File: config.mk
export PLATFORM = sky130hd
export DESIGN_NAME = bsc_register
export DESIGN_NICKNAME = d
export VERILOG_FILES = /design/src/rtl/bsc_pkg.sv /design/src/rtl/bsc_rst_sync.sv /design/src/rtl/bsc_cell.sv /design/src/rtl/bsc_register.sv
export SDC_FILE = /design/constraint.sdc
export NUM_CORES = 1
export LEC_CHECK = 0
export BUFFER_PORTS_ARGS = -buffer_cell sky130_fd_sc_hd__buf_2
export CAP_MARGIN = 5
export CORE_ASPECT_RATIO = 0.7
export CORE_MARGIN = 5
export CORE_UTILIZATION = 40
export CTS_BUF_LIST = sky130_fd_sc_hd__clkbuf_8
export CTS_CLUSTER_SIZE = 8
export DETAILED_ROUTE_END_ITERATION = 6
export SLEW_MARGIN = 10
export SYNTH_ARGS = -nofsm -noshare
export SYNTH_HDL_FRONTEND = slang
export SYNTH_HIERARCHICAL = 1
export SYNTH_SLANG_ARGS = --single-unit
File: constraint.sdc
create_clock -name clk -period 0.9 [get_ports clk]
set_input_delay 0.09 -clock clk [delete_from_list [all_inputs] [get_ports clk]]
set_output_delay 0.09 -clock clk [all_outputs]
set_load 0.005 [all_outputs]
File: src/rtl/bsc_pkg.sv
package bsc_pkg;

  typedef enum logic [1:0] {
    CAP_HOLD  = 2'd0,
    CAP_LOAD  = 2'd1,
    CAP_SHIFT = 2'd2
  } cap_op_e;

  function automatic cap_op_e decode_cap_op(input logic en, input logic shift);
    if (!en)        return CAP_HOLD;
    else if (shift) return CAP_SHIFT;
    else            return CAP_LOAD;
  endfunction

endpackage

File: src/rtl/bsc_rst_sync.sv
module bsc_rst_sync #(
  parameter int STAGES = 2
) (
  input  logic clk,
  input  logic rst_n,
  output logic rst_sync_n
);
  localparam int LAST = STAGES - 1;

  logic [LAST:0] sync_q;
  logic [LAST:0] sync_d;

  always_comb begin
    sync_d = {sync_q[LAST-1:0], 1'b1};
  end

  always_ff @(posedge clk or negedge rst_n) begin
    if (!rst_n) sync_q <= '0;
    else        sync_q <= sync_d;
  end

  assign rst_sync_n = sync_q[LAST];

endmodule

File: src/rtl/bsc_cell.sv
module bsc_cell
  import bsc_pkg::*;
#(
  parameter logic UPD_RST = 1'b0
) (
  input  logic clk,
  input  logic rst_n,
  input  logic pin_in,
  input  logic ser_in,
  input  logic shift_sel,
  input  logic cap_en,
  input  logic upd_en,
  input  logic hiz_req,
  input  logic test_sel,
  output logic pin_out,
  output logic out_en,
  output logic ser_out
);

  cap_op_e cap_op;
  logic    cap_q, cap_d;
  logic    upd_q, upd_d;
  logic    oe_q, oe_d;

  // capture/shift stage: next-state
  always_comb begin
    cap_op = decode_cap_op(cap_en, shift_sel);
    unique case (cap_op)
      CAP_SHIFT: cap_d = ser_in;
      CAP_LOAD:  cap_d = pin_in;
      default:   cap_d = cap_q;
    endcase
  end

  // update stage: next-state
  always_comb begin
    upd_d = upd_q;
    oe_d  = oe_q;
    if (upd_en) begin
      upd_d = cap_q;
      oe_d  = ~hiz_req;
    end
  end

  always_ff @(posedge clk or negedge rst_n) begin
    if (!rst_n) cap_q <= 1'b0;
    else        cap_q <= cap_d;
  end

  always_ff @(posedge clk or negedge rst_n) begin
    if (!rst_n) begin
      upd_q <= UPD_RST;
      oe_q  <= 1'b1;
    end else begin
      upd_q <= upd_d;
      oe_q  <= oe_d;
    end
  end

  // output selection
  always_comb begin
    pin_out = test_sel ? upd_q : pin_in;
    out_en  = test_sel ? oe_q : 1'b1;
  end

  assign ser_out = cap_q;

  a_r5_cap_hold: assert property (@(posedge clk) disable iff (!rst_n)
    !cap_en |=> $stable(cap_q));

  a_r3_shift_take: assert property (@(posedge clk) disable iff (!rst_n)
    (cap_en && shift_sel) |=> (cap_q == $past(ser_in)));

  a_r4_capture_take: assert property (@(posedge clk) disable iff (!rst_n)
    (cap_en && !shift_sel) |=> (cap_q == $past(pin_in)));

  a_r6_upd_take: assert property (@(posedge clk) disable iff (!rst_n)
    upd_en |=> (upd_q == $past(cap_q)) && (oe_q == !$past(hiz_req)));

  a_r7_upd_hold: assert property (@(posedge clk) disable iff (!rst_n)
    !upd_en |=> $stable(upd_q) && $stable(oe_q));

  a_r7_drive_still: assert property (@(posedge clk) disable iff (!rst_n)
    (!upd_en && test_sel && $past(test_sel) && $past(!upd_en)) |-> $stable(pin_out));

endmodule

File: src/rtl/bsc_register.sv
module bsc_register #(
  parameter int               WIDTH     = 8,
  parameter logic [WIDTH-1:0] UPD_RESET = '0
) (
  input  logic             clk,
  input  logic             rst_n,
  input  logic [WIDTH-1:0] pin_in,
  input  logic             ser_in,
  input  logic             shift_sel,
  input  logic             cap_en,
  input  logic             upd_en,
  input  logic             hiz_req,
  input  logic             test_sel,
  output logic [WIDTH-1:0] pin_out,
  output logic [WIDTH-1:0] out_en,
  output logic             ser_out
);
  localparam int LINKS = WIDTH + 1;

  logic             rst_sync_n;
  logic [LINKS-1:0] link;

  bsc_rst_sync #(.STAGES(2)) u_rst (
    .clk        (clk),
    .rst_n      (rst_n),
    .rst_sync_n (rst_sync_n)
  );

  assign link[0] = ser_in;

  for (genvar i = 0; i < WIDTH; i++) begin : g_cell
    bsc_cell #(.UPD_RST(UPD_RESET[i])) u_cell (
      .clk       (clk),
      .rst_n     (rst_sync_n),
      .pin_in    (pin_in[i]),
      .ser_in    (link[i]),
      .shift_sel (shift_sel),
      .cap_en    (cap_en),
      .upd_en    (upd_en),
      .hiz_req   (hiz_req),
      .test_sel  (test_sel),
      .pin_out   (pin_out[i]),
      .out_en    (out_en[i]),
      .ser_out   (link[i+1])
    );
  end

  assign ser_out = link[WIDTH];

  a_r8_serial_moves: assert property (@(posedge clk) disable iff (!rst_sync_n)
    (cap_en && shift_sel) |=> (ser_out == $past(link[WIDTH-1])));

  a_r2_transparent: assert property (@(posedge clk) disable iff (!rst_sync_n)
    !test_sel |-> (pin_out == pin_in) && (&out_en));

endmodule

Word-level counts from Yosys, hierarchy flattened
Index checks and enable logic that the tools add are counted.
- register bits: 19
- input port bits: 16
- ROM bits: 0
- output and inout port bits: 17
- memory bits (writable): 0
- memories: 0
- word-level logic and storage cells: 41
- latch bits: 0
- shift operators: 0
- equal/unequal tests: 2
- add/sub/neg operators: 0
- div/mod/pow operators: 0
- $mul: 0
- magnitude comparators: 0
- reductions and logical operators: 1
- bitwise operators: 1
- muxes and demuxes: 19
- operator list (cell ; number):
    1-bit one-hot mux with 2 select lines ; 8
    1-bit two-way mux ; 9
    2-bit two-way mux ; 2
    2-bit by 1-bit equality test with 1-bit output (second input constant) ; 1
    2-bit equality test (second input constant) ; 1
    2-bit nonzero test ; 1
    1-bit inverter ; 1

Logic depth before layout (Yosys ltp)
Gate-level depths: netlist (run 1).
- depth after elaboration: 4
- depth in mapped cells: 2
- gate-level depth less buffers: 2

Hierarchy
The synthesis (run 1) kept the hierarchy.
- by module, submodules not included (module ; cells an instance ; times used ; sequential area each (µm²) ; area an instance (µm²)):
    bsc_cell ; 11 ; 8 ; 76.3 ; 142.6
    bsc_rst_sync ; 3 ; 1 ; 50.0 ; 53.8

Least setup slack after synthesis (run 1)
No wires, ideal clock.
- kind: flip-flop to flip-flop
- start: reg g_cell[7].u_cell.cap_q
- end: reg g_cell[7].u_cell.upd_q
- buffers on the path: 0
- period minus slack after synthesis: 0.754 ns
- stages on the path, launching flop included: 2
- arrival time: 0.629 ns
- data required time: 0.775 ns
- slack: 0.146 ns
- library setup time: 0.125 ns
- cells stage by stage: dfrtp_1 -> mux2_4
- RTL lines (item ; RTL line ; RTL):
    start: declaration ; bsc_cell.sv:21 ; logic cap_q, cap_d;
    start signal: assignment ; bsc_cell.sv:47 ; else cap_q <= cap_d;
    end signal: assignment ; bsc_cell.sv:55 ; upd_q <= upd_d;
    end: declaration ; bsc_cell.sv:22 ; logic upd_q, upd_d;
No word-level cell between the ends.

Final worst setup path (run 1)
- start: reg g_cell[3].u_cell.upd_q
- end: out pin_out[3]
- word-level cells in the longest chain between the ends: 1
- RTL lines (item ; RTL line ; RTL):
    start: declaration ; bsc_cell.sv:22 ;
    start signal: assignment ; bsc_cell.sv:55 ;
    1-bit two-way mux ; bsc_cell.sv:62 ; pin_out = test_sel ? upd_q : pin_in;
    end: declaration ; bsc_register.sv:14 ; output logic [WIDTH-1:0] pin_out,
No other way between the ends.

==> flow_summary_export.csv, run 1 <==
group,metric,value,unit
routing,num_vias,833,
floorplanning,io_pins,33,
routing,wl_per_cell,14.50,um
worst_setup_path,cpMaxStageDelayCell,"dfrtp_1",
power_and_ir_drop,switchingPower,718.4,uW
sta,post-route-period-util,1.271,
logic_synthesis,synth_area_per_cell,13.13,um2
worst_setup_path,startpoint,"g_cell[3].u_cell/upd_q",
clock_network,cts_sinks,26,
placement,port-buffer-count,32,
global_routing,overflow,0,
logic_synthesis,ys_seq_elements,26,
power_and_ir_drop,vdd_drop_max,1.029,mV
worst_setup_path,cpPeakStageDelay,400,ps
sta,rsz0062_at_grt,"yes",
worst_setup_path,start_kind,"flip-flop",
logic_synthesis,synth_top_area_frac,0.3770,
floorplanning,die_x,75.33,um
clock_network,insertion_delay,270,ps
sta,clock-skew-final,4.792,ps
routing,drc,0,
worst_setup_path,setup.worst_path.class,"flip-flop to output pin",
global_routing,antenna_found_initial,0,
logic_synthesis,synthFlopType,"dfrtp_1",
logic_synthesis,synth_nets,107,
power_and_ir_drop,pwr-share-comb,0.261,
floorplanning,die-area,4198,um2
clock_network,cts-buffers-inserted,3,
global_routing,grt_max_degree,17,
floorplanning,initial_core_util,0.4233,
status,violations,"negative setup slack",
global_routing,grt_pass1_wl,4.250,mm
global_routing,grt_pass1_vias,860,
finish,syn2layout_area_growth,38.85,%
worst_hold_path,hold_path_class,"input pin to flip-flop",
logic_synthesis,netlist_area,1195,um2
worst_setup_path,worstPathRequired,810,ps
logic_synthesis,synth_common_cells,"dfrtp_1 (18), mux2_4 (16), mux2i_1 (16)",
floorplanning,rows,16,
status,outcome,"finished, violations left",
worst_hold_path,hold_path.startpoint,"hiz_req",
power_and_ir_drop,leakage,0.8380,nW
sta,post-route-min-period,1144,ps
logic_synthesis,synthesis.yosys.warnings,6,
routing,first_iter_violations,21,
sta,fmax,874.4,MHz
floorplanning,die_y,55.73,um
logic_synthesis,ys_types,9,
clock_network,cts.clk_slew.worst_paths,90,ps
logic_synthesis,yosysSeqAreaShare,0.5529,
clock_network,root_buffer,"clkbuf_8",
worst_setup_path,crit_fanout,2,
power_and_ir_drop,power_density,1711,nW/um2
worst_hold_path,holdPathStages,2,
power_and_ir_drop,power,2.839,mW
placement,gp_congestion,0.6933,
global_routing,gr-usage-all-layers,0.1351,
clock_network,clk_path_buf_depth,2,
power_and_ir_drop,sequentialPowerShare,0.506,
worst_setup_path,cp.arrival,1050,ps
routing,drtPass1Iterations,4,
finish,final_util,0.5878,
logic_synthesis,synth-edff-count,0,
power_and_ir_drop,p_clk_frac,0.233,
logic_synthesis,syn-instance-count,91,
finish,diodes,0,
clock_network,cts_htree_levels,1,
finish,fin_nets,160,
worst_setup_path,crit_chain,"mux2_4 -> buf_6",
run,maxCapViolCount,0,
routing,drtAntennaViolNets,0,
sta,hold_viol_final,0,
power_and_ir_drop,p_int,2.121,mW
placement,place_hpwl,1.822,mm
sta,timing.final.ws_setup,-243.6,ps
logic_synthesis,yosysTopAreaCell,"dfrtp_1",
logic_synthesis,ys_async_sr_fraction,1.000,
sta,setup_viol,16,
worst_setup_path,timing.rr.start,"g_cell[5].u_cell/upd_q",
worst_setup_path,critPathCaptureType,"output pin",
floorplanning,fp.coreArea,2823,um2
logic_synthesis,synth_most_common_cell,"dfrtp_1",
routing,wl,2.596,mm
finish,drive_gt1_frac,0.5874,
routing,viasPerCell,4.654,
worst_setup_path,r2r_cells,2,
logic_synthesis,synthTopCellsByArea,"dfrtp_1 (38%), mux2_4 (20%), dfstp_2 (18%), mux2i_1 (13%), a21oi_1 (3.4%)",
power_and_ir_drop,swShare,0.2530,
clock_network,cts_tree,"yes",
sta,drv_slew,0,
==> path summary, 6_finish.rpt <==
path                                             to  slack (ps)
min in group asynchronous           u_rst/sync_q[0]         120
setup reg to reg             g_cell[5].u_cell/upd_q           0
setup / recovery                         pin_out[3]        -240
hold reg to reg              g_cell[6].u_cell/upd_q         220
max in group asynchronous  g_cell[3].u_cell/ser_out         500
hold / removal                g_cell[2].u_cell/oe_q          70
==> cell type report <==
type,count,area (um2)
fillers,229,1164
clock buffers,3,41.29
repair buffers,48,367.9
flip-flops and latches,26,660.6
clock inverters,1,3.754
inverters,8,30.03
multi-input cells,57,510.5
well taps,36,45.04
==> registers in the layout, indices dropped and copies added (netlist names) <==
name / count
g_cell.u_cell/ser_out: 8
u_rst/sync_q: 2
g_cell.u_cell/oe_q: 8
g_cell.u_cell/upd_q: 8
==> through the flow <==
stage          hold WS, ps  worst slack, ps  cell area, um2  cells  setup TNS, ps
3_5_place_dp        -120.0           -34.47            1443    163         -228.9
3_3_place_gp        -124.7           -24.98            1443    163         -170.0
4_1_cts              63.36           -254.1            1623    178          -3407
6_report             74.54           -243.6            1659    179          -3337
2_1_floorplan       -205.6            137.7            1195     91              0
5_1_grt              89.64           -279.2            1659    179          -4069
==> timing repair <==
item                       in CTS  in global routing
resized for setup              16                  8
hold buffers                    1                  0
setup buffers                  10                  5
setup endpoints to repair      17                 24
gates cloned                    0                  0
pin swaps                       1                  0
hold endpoints to repair        2                  0
==> cell families after synthesis <==
kind of cell	after synthesis	synth area share
AOI/OAI and AO/OA	8	0.03351
muxes	32	0.3351
other	1	0.003138
buffers and inverters	8	0.02513
DFF	26	0.5529
and+or+nand+nor	16	0.05026
==> per-layer routing <==
metal,vias to the layer above,routed length [um],global-route usage,share of wire
met5,-,0,0,0
li1,411,-,-,-
met1,399,1230,0.1861,0.47
met3,5,151,0.04693,0.058
met2,18,1182,0.1956,0.46
met4,0,31,0.04489,0.012
==> worst max-delay path: cells and delay by family (launching register included) <==
| family | cells | cell delay, ps |
|---|---|---|
| flops | 1 | 400 |
| buf+inv | 1 | 120 |
| mux | 1 | 270 |
==> power groups by stage <==
stage | Sequential (mW) | Clock (mW) | Combinational (mW)
finish | 1.44 | 0.661 | 0.741
CTS | 1.44 | 0.678 | 0.710
detailed placement | 1.45 | 0 | 0.554
global route | 1.46 | 0.731 | 0.802
global placement | 1.44 | 0 | 0.538
floorplan | 1.44 | 0 | 0.310
==> placed cells by master, fill, tap and decap left out <==
cell,count
a21oi_1,8
buf_12,1
buf_2,24
buf_4,8
buf_6,14
clkbuf_8,3
conb_1,1
dfrtp_1,18
dfstp_2,8
dlygate4sd3_1,1
inv_1,1
inv_2,8
mux2_4,16
mux2i_1,15
mux2i_2,1
nand2_1,7
nand2_2,1
nor2_1,8
Power figures use the tool's default switching activity.
==> run 2: changes to the inputs <==
==> constraint.sdc (replaced) <==
create_clock -name clk -period 0.9 [get_ports clk]
set_input_delay 0.09 -clock clk [delete_from_list [all_inputs] [get_ports clk]]
set_output_delay 0.09 -clock clk [all_outputs]
set_load 0.1 [all_outputs]
==> run 2 against run 1 <==
  * The flow still finishes with violations (negative setup slack)
  * Clock skew up 2.8 ps
  * Worst hold slack better by 20 ps
  * Register-to-register slack worse by 90 ps
  * Global-route usage down 0.58 points
  * Largest power group is now combinational cells
==> flow_summary_export.csv, run 2 (synthesis results as in run 1) <==
group,metric,value,unit
status,outcome,"finished, violations left",
status,violations,"negative setup slack",
sta,drv_slew,0,
global_routing,globalRouteMet2Util,0.1993,
worst_hold_path,hold_path_class,"input pin to flip-flop",
routing,wl_per_cell,13.87,um
clock_network,clk_path_buf_depth,2,
global_routing,antenna_found_initial,0,
placement,pre_cts_ws,-117.1,ps
finish,drive_gt1_frac,0.6458,
global_routing,grt_pass1_wl,4.202,mm
finish,layout_commonest_cell,"buf_12",
sta,fmax,825.7,MHz
global_routing,gr-usage-all-layers,0.1293,
floorplanning,fp.coreArea,2823,um2
floorplanning,die_y,55.73,um
floorplanning,rows,16,
clock_network,cts_sinks,26,
finish,finish.instance_area,1938,um2
global_routing,grt_util_met3,0.04874,
worst_setup_path,worstSetupPathDepth,2,
routing,num_vias,859,
finish,syn2layout_area_growth,62.20,%
finish,final_cell_mix,"buf_12 (18), dfrtp_1 (17), mux2_4 (16), mux2i_1 (16), buf_2 (15)",
placement,gp_congestion,0.7223,
finish,multi_input_area,559.3,um2
worst_setup_path,cp.arrival,1120,ps
clock_network,root_buffer,"clkbuf_8",
clock_network,insertion_delay,270,ps
sta,timing.final.ws_setup,-311.1,ps
global_routing,top_usage_layer,"met2",
clock_network,cts_htree_levels,1,
global_routing,grt_pass1_vias,861,
finish,fin_nets,161,
worst_hold_path,hold_path.startpoint,"hiz_req",
sta,hold_viol_final,0,
power_and_ir_drop,vdd_drop_max,1.205,mV
clock_network,cts_tree,"yes",
sta,clock-skew-final,7.616,ps
run,maxCapViolCount,0,
worst_setup_path,critical-path-top-delay-family,"flip-flops",
placement,port-buffer-count,32,
worst_setup_path,worstPathRequired,810,ps
worst_hold_path,holdPathStages,2,
clock_network,cts.clk_slew.worst_paths,90,ps
worst_setup_path,crit_fanout,2,
sta,setup_viol,18,
placement,place_area,1772,um2
sta,rsz0062_at_grt,"yes",
worst_setup_path,timing.rr.start,"g_cell[7].u_cell/ser_out",
floorplanning,initial_core_util,0.4233,
power_and_ir_drop,leakage,0.9724,nW
finish,regArea,664.4,um2
floorplanning,die_x,75.33,um
finish,diodes,0,
finish,fillers,193,
routing,first_iter_violations,30,
worst_setup_path,crit_buf_inv,1,
sta,post-route-period-util,1.346,
floorplanning,die-area,4198,um2
clock_network,cts-buffers-inserted,3,
power_and_ir_drop,power_density,1972,nW/um2
routing,drtPass1Iterations,4,
global_routing,grt_max_degree,17,
floorplanning,io_pins,33,
routing,wl,2.497,mm
worst_setup_path,start_kind,"flip-flop",
worst_setup_path,cpMaxStageDelayCell,"dfrtp_1",
global_routing,overflow,0,
worst_setup_path,crit_chain,"mux2_4 -> buf_12",
routing,drtAntennaViolNets,0,
worst_setup_path,setup.worst_path.class,"flip-flop to output pin",
placement,place_hpwl,1.823,mm
worst_setup_path,critPathCaptureType,"output pin",
worst_setup_path,cpPeakStageDelay,410,ps
worst_setup_path,startpoint,"g_cell[5].u_cell/upd_q",
global_routing,grtUsageMet1,0.1740,
routing,viasPerCell,4.772,
sta,post-route-min-period,1211,ps
worst_setup_path,r2r_cells,2,
routing,drc,0,
[run 2: cell count changes in the layout (fill, tap and decap cells not counted), sizes merged]
cell	change
buf	+1
clkbuf	+1
inv	-1
[run 2: worst paths after layout]
kind | slack, ps | to
setup / recovery | -310 | pin_out[5]
hold / removal | 90 | g_cell[6].u_cell/oe_q
setup reg to reg | -90 | g_cell[7].u_cell/upd_q
hold reg to reg | 230 | g_cell[1].u_cell/upd_q
max in group asynchronous | 360 | g_cell[0].u_cell/oe_q
min in group asynchronous | 130 | u_rst/sync_q[0]
[run 2: power by group]
group          leakage, nW  internal (mW)  switching (mW)  total [mW]
clock network       0.0288          0.390           0.346       0.737
registers            0.283           1.35          0.0973        1.44
logic                0.661          0.707           0.935        1.64
[run 2: timing repair]
action	CTS	global route
pin swaps	2	0
endpoints found under the hold margin	2	0
gates resized for setup	11	5
hold buffers	1	0
setup buffers	9	6
setup endpoints to repair	17	23
[run 2: stage by stage]
stage | setup TNS [ps] | total power [mW] | util | std cells | hold WS, ps
finish | -4654 | 3.822 | 0.6866 | 180 | 94.07
global route | -5413 | 3.977 | 0.6866 | 180 | 94.97
CTS | -4874 | 3.839 | 0.6786 | 179 | 79.87
detailed placement | -1437 | 2.989 | 0.6277 | 165 | -120.3
global placement | -1288 | 2.969 | 0.6277 | 165 | -125.1
floorplan | -228.5 | 2.405 | - | 91 | -205.6
[run 2: metal layers]
| layer | vias up | part of all wire |
|---|---|---|
| met5 | - | 0 |
| met3 | 2 | 0.056 |
| li1 | 414 | - |
| met2 | 17 | 0.47 |
| met4 | 0 | 0.0032 |
| met1 | 426 | 0.47 |
[run 2: area by class of cell]
cell class	instances	area share
Multi-Input combinational cell	57	0.2886
Tap cell	36	0.02324
Sequential cell	26	0.3428
Clock buffer	4	0.02841
Timing Repair Buffer	49	0.3015
Inverter	8	0.01549
